--- src/rtl/spi_host_pkg.sv ---
package spi_host_pkg;

    typedef enum logic [1:0] {
        OP_READ  = 2'd0,
        OP_WRITE = 2'd1,
        OP_EXIT  = 2'd2,
        OP_RSVD  = 2'd3
    } host_op_e;

    typedef enum logic [2:0] {
        ST_IDLE,
        ST_LEAD,
        ST_ADDR,
        ST_AGAP,
        ST_DATA,
        ST_LAG
    } host_st_e;

    typedef struct packed {
        host_op_e    op;
        logic [6:0]  addr;
        logic [7:0]  wdata;
    } host_req_t;

    localparam logic [6:0] SLOW_REG_A = 7'h02;
    localparam logic [6:0] SLOW_REG_B = 7'h50;

    function automatic logic is_slow_reg(input logic [6:0] a);
        return (a == SLOW_REG_A) || (a == SLOW_REG_B);
    endfunction

    function automatic logic is_write_op(input host_op_e op);
        return op == OP_WRITE;
    endfunction

    function automatic logic [7:0] head_byte(input host_req_t r);
        return {is_write_op(r.op), r.addr};
    endfunction

    function automatic int max_int(input int a, input int b);
        return (a > b) ? a : b;
    endfunction

endpackage

--- src/rtl/spi_gap_timer.sv ---
module spi_gap_timer #(
    parameter int TW = 8
) (
    input  logic          clk,
    input  logic          rst,
    input  logic          load,
    input  logic [TW-1:0] load_val,
    output logic          expired
);
    logic [TW-1:0] cnt;

    always_ff @(posedge clk) begin
        if (rst) begin
            cnt <= '0;
        end else if (load) begin
            cnt <= load_val;
        end else if (cnt != '0) begin
            cnt <= cnt - 1'b1;
        end
    end

    assign expired = (cnt == '0);

    AST_LOAD_ARMS: assert property (@(posedge clk) disable iff (rst)
        (load && load_val != '0) |=> !expired) else $error("timer did not arm");
endmodule

--- src/rtl/spi_byte_shifter.sv ---
module spi_byte_shifter #(
    parameter int HALF_CYC = 20
) (
    input  logic       clk,
    input  logic       rst,
    input  logic       start,
    input  logic [7:0] tx_byte,
    input  logic       miso,
    output logic       sclk,
    output logic       mosi,
    output logic [7:0] rx_byte,
    output logic       busy,
    output logic       done
);
    localparam int HW = $clog2(HALF_CYC + 1);

    logic [HW-1:0] half_cnt;
    logic [2:0]    bit_idx;
    logic [7:0]    tx_sh;
    logic          high_phase;

    always_ff @(posedge clk) begin
        if (rst) begin
            half_cnt   <= '0;
            bit_idx    <= '0;
            tx_sh      <= '0;
            high_phase <= 1'b1;
            sclk       <= 1'b1;
            mosi       <= 1'b1;
            rx_byte    <= '0;
            busy       <= 1'b0;
            done       <= 1'b0;
        end else begin
            done <= 1'b0;
            if (!busy) begin
                if (start) begin
                    busy       <= 1'b1;
                    sclk       <= 1'b0;
                    mosi       <= tx_byte[7];
                    tx_sh      <= tx_byte;
                    bit_idx    <= '0;
                    high_phase <= 1'b0;
                    half_cnt   <= HW'(HALF_CYC - 1);
                end
            end else if (half_cnt != '0) begin
                half_cnt <= half_cnt - 1'b1;
            end else if (!high_phase) begin
                sclk       <= 1'b1;
                rx_byte    <= {rx_byte[6:0], miso};
                high_phase <= 1'b1;
                half_cnt   <= HW'(HALF_CYC - 1);
            end else if (bit_idx == 3'd7) begin
                busy <= 1'b0;
                done <= 1'b1;
            end else begin
                sclk       <= 1'b0;
                mosi       <= tx_sh[6];
                tx_sh      <= {tx_sh[6:0], 1'b0};
                bit_idx    <= bit_idx + 1'b1;
                high_phase <= 1'b0;
                half_cnt   <= HW'(HALF_CYC - 1);
            end
        end
    end

    AST_MOSI_HELD_HIGH: assert property (@(posedge clk) disable iff (rst)
        sclk |-> $stable(mosi)) else $error("mosi moved while clock high");
    AST_DONE_ON_HIGH: assert property (@(posedge clk) disable iff (rst)
        done |-> (sclk && !busy)) else $error("byte ended with clock low");
endmodule

--- src/rtl/spi_cmd_host.sv ---
module spi_cmd_host
    import spi_host_pkg::*;
#(
    parameter int HALF_CYC      = 20,
    parameter int CS_LEAD_CYC   = 12,
    parameter int CS_LAG_CYC    = 12,
    parameter int AGAP_CYC      = 5000,
    parameter int AGAP_SLOW_CYC = 7500,
    parameter int WR_GAP_CYC    = 5000,
    parameter int RD_GAP_CYC    = 25,
    parameter int EXIT_CYC      = 400
) (
    input  logic       clk,
    input  logic       rst,
    input  logic       req_valid,
    output logic       req_ready,
    input  logic [1:0] req_op,
    input  logic [6:0] req_addr,
    input  logic [7:0] req_wdata,
    output logic [7:0] rd_data,
    output logic       rd_done,
    output logic       spi_cs_n,
    output logic       spi_sclk,
    output logic       spi_mosi,
    input  logic       spi_miso
);
    localparam int PH_MAX = max_int(max_int(CS_LEAD_CYC, CS_LAG_CYC),
                                    max_int(AGAP_CYC, AGAP_SLOW_CYC));
    localparam int GP_MAX = max_int(max_int(WR_GAP_CYC, RD_GAP_CYC), EXIT_CYC);
    localparam int PTW    = $clog2(PH_MAX + 1);
    localparam int GTW    = $clog2(GP_MAX + 1);

    host_st_e  st;
    host_req_t cur;
    host_req_t incoming;

    logic           accept;
    logic           ph_load, ph_expired;
    logic [PTW-1:0] ph_val;
    logic           gp_load, gp_expired;
    logic [GTW-1:0] gp_val;
    logic           sh_start, sh_busy, sh_done;
    logic [7:0]     sh_tx, sh_rx;
    logic           cur_write;

    assign incoming  = '{op: host_op_e'(req_op), addr: req_addr, wdata: req_wdata};
    assign req_ready = (st == ST_IDLE) && gp_expired;
    assign accept    = req_valid && req_ready;
    assign cur_write = is_write_op(cur.op);

    always_comb begin
        ph_load = 1'b0;
        ph_val  = '0;
        if (accept && incoming.op != OP_EXIT) begin
            ph_load = 1'b1;
            ph_val  = PTW'(CS_LEAD_CYC);
        end else if (st == ST_ADDR && sh_done && !cur_write) begin
            ph_load = 1'b1;
            ph_val  = is_slow_reg(cur.addr) ? PTW'(AGAP_SLOW_CYC) : PTW'(AGAP_CYC);
        end else if (st == ST_DATA && sh_done) begin
            ph_load = 1'b1;
            ph_val  = PTW'(CS_LAG_CYC);
        end
    end

    always_comb begin
        gp_load = 1'b0;
        gp_val  = '0;
        if (accept && incoming.op == OP_EXIT) begin
            gp_load = 1'b1;
            gp_val  = GTW'(EXIT_CYC);
        end else if (st == ST_LAG && ph_expired) begin
            gp_load = 1'b1;
            gp_val  = cur_write ? GTW'(WR_GAP_CYC) : GTW'(RD_GAP_CYC);
        end
    end

    always_comb begin
        sh_start = 1'b0;
        sh_tx    = 8'h00;
        unique case (st)
            ST_LEAD: begin
                sh_start = ph_expired;
                sh_tx    = head_byte(cur);
            end
            ST_ADDR: begin
                sh_start = sh_done && cur_write;
                sh_tx    = cur.wdata;
            end
            ST_AGAP: begin
                sh_start = ph_expired;
                sh_tx    = 8'h00;
            end
            default: begin
                sh_start = 1'b0;
                sh_tx    = 8'h00;
            end
        endcase
    end

    always_ff @(posedge clk) begin
        if (rst) begin
            st       <= ST_IDLE;
            cur      <= '{op: OP_READ, addr: 7'd0, wdata: 8'd0};
            spi_cs_n <= 1'b1;
            rd_data  <= '0;
            rd_done  <= 1'b0;
        end else begin
            rd_done <= 1'b0;
            unique case (st)
                ST_IDLE: begin
                    if (accept) begin
                        cur <= incoming;
                        if (incoming.op != OP_EXIT) begin
                            spi_cs_n <= 1'b0;
                            st       <= ST_LEAD;
                        end
                    end
                end
                ST_LEAD: if (ph_expired) st <= ST_ADDR;
                ST_ADDR: if (sh_done) st <= cur_write ? ST_DATA : ST_AGAP;
                ST_AGAP: if (ph_expired) st <= ST_DATA;
                ST_DATA: begin
                    if (sh_done) begin
                        st <= ST_LAG;
                        if (!cur_write) rd_data <= sh_rx;
                    end
                end
                ST_LAG: begin
                    if (ph_expired) begin
                        st       <= ST_IDLE;
                        spi_cs_n <= 1'b1;
                        rd_done  <= !cur_write;
                    end
                end
                default: st <= ST_IDLE;
            endcase
        end
    end

    spi_gap_timer #(.TW(PTW)) u_phase (
        .clk(clk), .rst(rst), .load(ph_load), .load_val(ph_val), .expired(ph_expired)
    );

    spi_gap_timer #(.TW(GTW)) u_space (
        .clk(clk), .rst(rst), .load(gp_load), .load_val(gp_val), .expired(gp_expired)
    );

    spi_byte_shifter #(.HALF_CYC(HALF_CYC)) u_shift (
        .clk(clk), .rst(rst), .start(sh_start), .tx_byte(sh_tx), .miso(spi_miso),
        .sclk(spi_sclk), .mosi(spi_mosi), .rx_byte(sh_rx), .busy(sh_busy), .done(sh_done)
    );

    AST_IDLE_CLOCK_HIGH: assert property (@(posedge clk) disable iff (rst)
        spi_cs_n |-> spi_sclk) else $error("clock low with select released");
    AST_READY_SELECT_OFF: assert property (@(posedge clk) disable iff (rst)
        req_ready |-> (spi_cs_n && !sh_busy)) else $error("ready during transfer");
    AST_ACCEPT_SELECTS: assert property (@(posedge clk) disable iff (rst)
        (accept && incoming.op != OP_EXIT) |=> !spi_cs_n) else $error("select not asserted");
    AST_EXIT_NO_SELECT: assert property (@(posedge clk) disable iff (rst)
        (accept && incoming.op == OP_EXIT) |=> (spi_cs_n && !req_ready)) else $error("exit misbehaved");
    AST_SPACING_BLOCKS: assert property (@(posedge clk) disable iff (rst)
        !gp_expired |-> !req_ready) else $error("ready inside gap");
    AST_DONE_AT_RELEASE: assert property (@(posedge clk) disable iff (rst)
        rd_done |-> (spi_cs_n && $past(!spi_cs_n))) else $error("done not at release");
endmodule

--- config.mk ---
export PLATFORM = sky130hd
export DESIGN_NAME = spi_cmd_host
export DESIGN_NICKNAME = d
export VERILOG_FILES = /design/src/rtl/spi_host_pkg.sv /design/src/rtl/spi_gap_timer.sv /design/src/rtl/spi_byte_shifter.sv /design/src/rtl/spi_cmd_host.sv
export SDC_FILE = /design/constraint.sdc
export NUM_CORES = 1
export LEC_CHECK = 0
export ABC_AREA = 1
export BUFFER_PORTS_ARGS = -buffer_cell sky130_fd_sc_hd__buf_2
export CORE_MARGIN = 2
export CORE_UTILIZATION = 60
export CTS_BUF_LIST = sky130_fd_sc_hd__clkbuf_8
export DETAILED_ROUTE_END_ITERATION = 16
export PLACE_DENSITY_LB_ADDON = 0.1
export SLEW_MARGIN = 15
export SYNTH_ARGS = -nofsm -noshare
export SYNTH_HDL_FRONTEND = slang
export SYNTH_SLANG_ARGS = --single-unit
--- constraint.sdc ---
create_clock -name clk -period 2.1 [get_ports clk]
set_input_delay 0.105 -clock clk [delete_from_list [all_inputs] [get_ports clk]]
set_output_delay 0.105 -clock clk [all_outputs]
set_load 0.02 [all_outputs]
# [Word-level counts from Yosys, hierarchy flattened]
# Cells that the tools add are included.
[totals] ff_bits=84 inputBits=21 out_inout_bits=13 word_cells=149
[op_classes] n_addsub=4 eq_ne=23 muxes=65 n_bitwise=6 reduce_logical=33
[op_table] op="two-way mux 13 bit" n=9
[op_table] op="two-way mux 3 bit" n=13
[op_table] op="two-way mux 7 bit" n=5
[op_table] op="two-way mux 1 bit" n=27
[op_table] op="logical NOT 13 bit" n=2
[op_table] op="nonzero test 13 bit" n=2
[op_table] op="subtractor 13 x 1 -> 13 bit (second input constant)" n=2
[op_table] op="two-way mux 5 bit" n=5
[op_table] op="case mux 3 bit (6 select lines)" n=1
[op_table] op="inequality test 2 bit (second input constant)" n=8
[op_table] op="case mux 8 bit (2 select lines)" n=1
[op_table] op="two-way mux 12 bit" n=1
[op_table] op="equality test 3 bit (second input constant)" n=3
[op_table] op="logical AND 1 bit" n=9
[op_table] op="AND reduction 3 bit" n=3
[op_table] op="AND reduction 4 bit" n=2
[op_table] op="nonzero test 2 bit" n=4
[op_table] op="equality test 7 x 2 -> 1 bit (second input constant)" n=1
[op_table] op="equality test 7 bit (second input constant)" n=1
[op_table] op="AND reduction 7 bit" n=1
[op_table] op="equality test 3 x 2 -> 1 bit (second input constant)" n=2
[op_table] op="inequality test 2 x 1 -> 1 bit (second input constant)" n=3
[op_table] op="inverter 1 bit" n=6
[op_table] op="AND reduction 2 bit" n=3
[op_table] op="other kinds (16)" n=17

# [Depth between registers and ports, before layout]
[depth] depth_word=6 mapped_depth=12 mapped_depth_nobuf=12

# [Modules after synthesis]
# From an unflattened synthesis, not the netlist that was laid out.
[hier_totals] cells_unflattened=659 hier_area_um2=4653.2
[by_module_without_submodules] module="spi_gap_timer" instances=2 cells_per_inst=139 area_each_um2=942.2 seq_area_each_um2=260.2
[by_module_without_submodules] module="spi_cmd_host" instances=1 cells_per_inst=199 area_each_um2=1401.3 seq_area_each_um2=600.6
[by_module_without_submodules] module="spi_byte_shifter" instances=1 cells_per_inst=182 area_each_um2=1367.6 seq_area_each_um2=560.5

# [Worst setup path before layout]
# Ideal clock, no wire load.
[synth_timing] kind="register to register" start="register u_phase.cnt[0]" end="register u_shift.bit_idx[0]" setup_time_ps=114 arrival_time_ps=1509 required_ps=1986 path_slack_ps=478 stages_incl_launch_ff=11 path_buffers=1 synth_period_minus_slack_ps=1622 cell_sequence="dfxtp_1 inv_1 ha_1 nand3_4 nor2_8 nand3_2 nand3_4 nand3_4 buf_8 a21oi_1 nor2_1"
[synth_via] elab_chain_cells=4
[synth_lines] element="start: declaration" line_no="spi_gap_timer.sv:10" source="logic [TW-1:0] cnt;"
[synth_lines] element="start signal: assignment" line_no="spi_gap_timer.sv:16" source="cnt <= load_val;"
[synth_lines] element="start signal: assignment" line_no="spi_gap_timer.sv:18" source="cnt <= cnt - 1'b1;"
[synth_lines] element="logical NOT 13 bit" line_no="spi_gap_timer.sv:22" source="assign expired = (cnt == '0);"
[synth_lines] element="case mux 1 bit (2 select lines)" line_no="spi_cmd_host.sv:81" source="unique case (st)"
[synth_lines] element="nonzero test 2 bit (no source line)"
[synth_lines] element="AND reduction 4 bit (no source line)"
[synth_lines] element="end signal: assignment" line_no="spi_byte_shifter.sv:59" source="bit_idx <= bit_idx + 1'b1;"
[synth_lines] element="end: declaration" line_no="spi_byte_shifter.sv:18" source="logic [2:0] bit_idx;"
# Every way passes these cells.
# A chain may end at the register's enable or synchronous reset.

# [Worst setup path in the final report]
[layout_timing] start="register u_shift.half_cnt[0]" end="register u_shift.tx_sh[4]"
[layout_via] elab_chain_cells=3
[layout_lines] element="start: declaration" line_no="spi_byte_shifter.sv:17" source="logic [HW-1:0] half_cnt;"
[layout_lines] element="start signal: assignment" line_no="spi_byte_shifter.sv:43" source="half_cnt <= HW'(HALF_CYC - 1);"
[layout_lines] element="start signal: assignment" line_no="spi_byte_shifter.sv:46" source="half_cnt <= half_cnt - 1'b1;"
[layout_lines] element="start signal: assignment" line_no="spi_byte_shifter.sv:51" source="half_cnt <= HW'(HALF_CYC - 1);"
[layout_lines] element="nonzero test 5 bit" line_no="spi_byte_shifter.sv:45" source="end else if (half_cnt != '0) begin"
[layout_lines] element="inequality test 2 bit (no source line)"
[layout_lines] element="AND reduction 4 bit (no source line)"
[layout_lines] element="end signal: assignment" line_no="spi_byte_shifter.sv:40" source="tx_sh <= tx_byte;"
[layout_lines] element="end signal: assignment" line_no="spi_byte_shifter.sv:58" source="tx_sh <= {tx_sh[6:0], 1'b0};"
[layout_lines] element="end: declaration" line_no="spi_byte_shifter.sv:19" source="logic [7:0] tx_sh;"
# Every way passes these cells.

==> metrics.md <==
| Metric | Value |
|---|---|
| Reg2reg start | u_shift.half_cnt[0] |
| ANT nets after route | 0 |
| Die Span X | 88.3 um |
| Leak | 2.16 nW |
| GRT Total Usage | 25.5% |
| R2R Setup Slk | between 150 and 200 ps |
| CP arrival | between 2000 and 2500 ps |
| Synth Warn # | 0 |
| Final WS setup | 197 ps |
| Max Slew Vio Count | 0 |
| Pre-CTS setup slack | around 220 ps |
| Min-Delay Path Class | primary input to register |
| First-pass iteration count of the detailed router | 4 |
| Fraction of layout cells with a size suffix above 1 | 15.3% |
| RSZ-0062 raised after global routing | false |
| Gr ovfl total | 0 |
| Sequential area share after synthesis | 39.4% |
| WL met2 | between 4000 and 5000 um |
| Total power | 5.64 mW |
| Starting density of the core | 62.4% |
| Synthesized area | 4260 sq um |
| Cts bufs inserted | 9 |
| Max Clk Rate | 526 MHz |
| Setup-failing EPs final | 0 |
| Final cell count without fillers | 749 |
| Hold path depth | 3 |
| Pwr dens | about 1200 nW/um^2 |
| Worst skew pair latency | 350 ps |
| Vias in the first global route | 3696 |
| Req. time, crit path | between 2000 and 2500 ps |
| Critical path class | register to register |
| CTS tree | yes |
| Clock Path Buffers | 2 |
| Met3 WL | between 300 and 400 um |
| Io pins | 34 |
| RD Place Congestion | 0.913 |
| CP max FO | 18 |
| Die extent in y | 88.3 um |
| R2R cell count | 11 |
| Final worst path period need | 1900 ps |
| Routed vias/inst | approximately 5.2 |
| Syn_area_per_cell | 6.95 sq um |
| Setup TNS | 0 ps |
| Die area | 7800 sq um |
| Crit end category | register |
| HPWL after DPL | around 6800 um |
| CP startpoint kind | register |
| Worst Hold End | u_shift.rx_byte[0] |
| Reg-to-Reg End | u_shift.tx_sh[4] |
| Drc violations | 0 |
| Wirelength per Cell | about 12 um |
| Hold Startpoint | spi_miso |
| First-pass GRT wire length | 15900 um |
| TritonCTS sink count | 84 |
| Placeable Area | 6830 sq um |
| Ant. Diodes | 0 |
| Max Used Layer | met4 |
| Drt first-iter violations | 203 |
| M1 WL | 4350 um |
| WHS | 10.9 ps |
| Row cnt | 30 |
| Largest net degree at the start of global routing | 33 |
| Worst Max-Slew Pin Slew | 628 ps |
| Tcrit/Tclk final | about nine tenths |
| Port-buffer cells | 33 |
| Placed Cells incl. Taps | 734 |
| Peak supply drop | 564 uV |
| Layout area overhead | 10.6% |
| Final WL | 9210 um |
| Cts-stage hold buffer count | 0 |
| Status | completed |
| Vias | between 3000 and 4000 |
| H-Tree Depth | 3 |
| Gate Count Post-Synth | around 610 |
| Synth cell types | 38 |
| Worst-path clk slew | 80 ps |
| Max-cap violations | 0 |
| Initial antenna violation count | 0 |
| Final Hold Fails | 0 |
| Syn_nets | 640 |
| Relative slew slack | a little under three fifths |
| Nets@finish | 676 |
| Layout Skew | about 9.2 ps |
| Clock root buffer | clkbuf_8 |
| Synthesis-stage register bit count | 84 |
## state kept, by name, indices dropped and copies added (netlist names), 3 cells and up
signal            count
cur                  17
u_phase.cnt          13
u_space.cnt          13
rd_data               8
u_shift.rx_byte       8
u_shift.tx_sh         7
u_shift.half_cnt      5
st                    3
u_shift.bit_idx       3
## how the worst max path moves through the flow
stage,end,slack [ps],cells past startpoint,startpoint
2_1_floorplan,u_shift.bit_idx[0],480,10,u_phase.cnt[0]
6_report,u_shift.tx_sh[4],200,11,u_shift.half_cnt[0]
3_3_place_gp,u_space.cnt[0],250,11,u_phase.cnt[0]
5_1_grt,u_shift.tx_sh[4],5,11,u_shift.half_cnt[0]
4_1_cts,u_space.cnt[0],220,11,u_phase.cnt[0]
3_5_place_dp,u_space.cnt[0],220,11,u_phase.cnt[0]
## repair_timing
| action | in CTS | in global routing |
|---|---|---|
| gates resized for setup | 0 | 1 |
| endpoints found under the setup margin | 0 | 5 |
| buffers inserted | 0 | 0 |
## critical path, cell delays in order, from the launching register on
cell and delay, ps:
dfxtp_1 320, inv_1 90, ha_1 190, nand3_1 110, nor2_1 210, inv_1 120
nand2_1 210, nand3_4 230, inv_2 150, nand2_1 60, nand2_1 60, nor2_1 50
## final cells by class
type	instances	area (sq um)
clock buffers	12	165
clock inverters	3	21.3
fillers	637	2120
inverters	78	297
multi-input cells	436	2200
flip-flops and latches	84	1680
well taps	96	120
repair buffers	40	230
## cell usage after synthesis
| cell | count | area [sq um] |
|---|---|---|
| a21oi_1 | 42 | 210 |
| a21oi_2 | 1 | 8.76 |
| a31oi_2 | 1 | 12.5 |
| buf_2 | 1 | 5.00 |
| buf_4 | 2 | 15.0 |
| buf_8 | 1 | 15.0 |
| clkbuf_1 | 10 | 37.5 |
| clkbuf_8 | 1 | 13.8 |
| clkinv_1 | 1 | 3.75 |
| clkinv_2 | 1 | 5.00 |
| dfxtp_1 | 84 | 1680 |
| ha_1 | 6 | 75.1 |
| inv_1 | 70 | 263 |
| inv_2 | 5 | 18.8 |
| inv_4 | 1 | 6.26 |
| nand2_1 | 123 | 462 |
| nand2_2 | 7 | 43.8 |
| nand2_4 | 3 | 33.8 |
| nand3_1 | 44 | 220 |
| nand3_2 | 3 | 30.0 |
| nand3_4 | 5 | 87.6 |
| nand3b_1 | 3 | 22.5 |
| nand4_1 | 9 | 56.3 |
| nand4_2 | 1 | 12.5 |
| nor2_1 | 105 | 394 |
| nor2_2 | 10 | 62.6 |
| nor2_8 | 1 | 20.0 |
| nor3_1 | 3 | 15.0 |
| nor3_2 | 1 | 10.0 |
| nor4_1 | 2 | 12.5 |
| o211ai_1 | 3 | 22.5 |
| o21ai_0 | 39 | 195 |
| o22ai_1 | 3 | 18.8 |
| o311ai_1 | 1 | 8.76 |
| o31ai_1 | 1 | 7.51 |
| or2_2 | 4 | 25.0 |
| xnor2_1 | 2 | 17.5 |
| xor2_1 | 13 | 114 |
## cells by family (layout without fill, tap and decap cells)
logic type | count (synthesis) | count (layout) | share of synthesized area, %
AO/OA/AOI/OAI | 91 | 91 | 11.4
adder cells (fa/ha/maj) | 6 | 6 | 1.76
AND/OR/NAND/NOR | 324 | 324 | 35.4
buffers and inverters | 93 | 133 | 8.98
XOR/XNOR | 15 | 15 | 3.08
flip-flops | 84 | 84 | 39.4
## power breakdown
part	internal (mW)	switching [mW]	total [mW]
registers	1.87	0.202	2.08
clock network	0.521	0.568	1.09
logic	0.916	1.56	2.48
## metrics by stage
step	area (sq um)	util, %
floorplan	4260	-
CTS	4710	69.0
global placement	4530	66.3
detailed placement	4530	66.3
global route	4720	69.0
finish	4720	69.0
## routing by layer
layer	global-route usage, %	up-vias
li1	-	2028
met1	32.3	1743
met2	43.5	96
met3	4.85	14
met4	9.09	0
met5	0	-
## cells in the final DEF (no fill, tap or decap), types with 4 or more instances in the layout
cell and n:
nand2_1 123, nor2_1 104, inv_1 70, clkbuf_8 12
dfxtp_1 84, or2_2 4, xor2_1 13, nor2_2 11
a21oi_1 42, nand2_2 7, nand3_1 44, buf_2 33
inv_2 5, buf_4 6, nand3_4 5, ha_1 6
o21ai_0 39, nand4_1 9
Power figures use the tool's default switching activity.
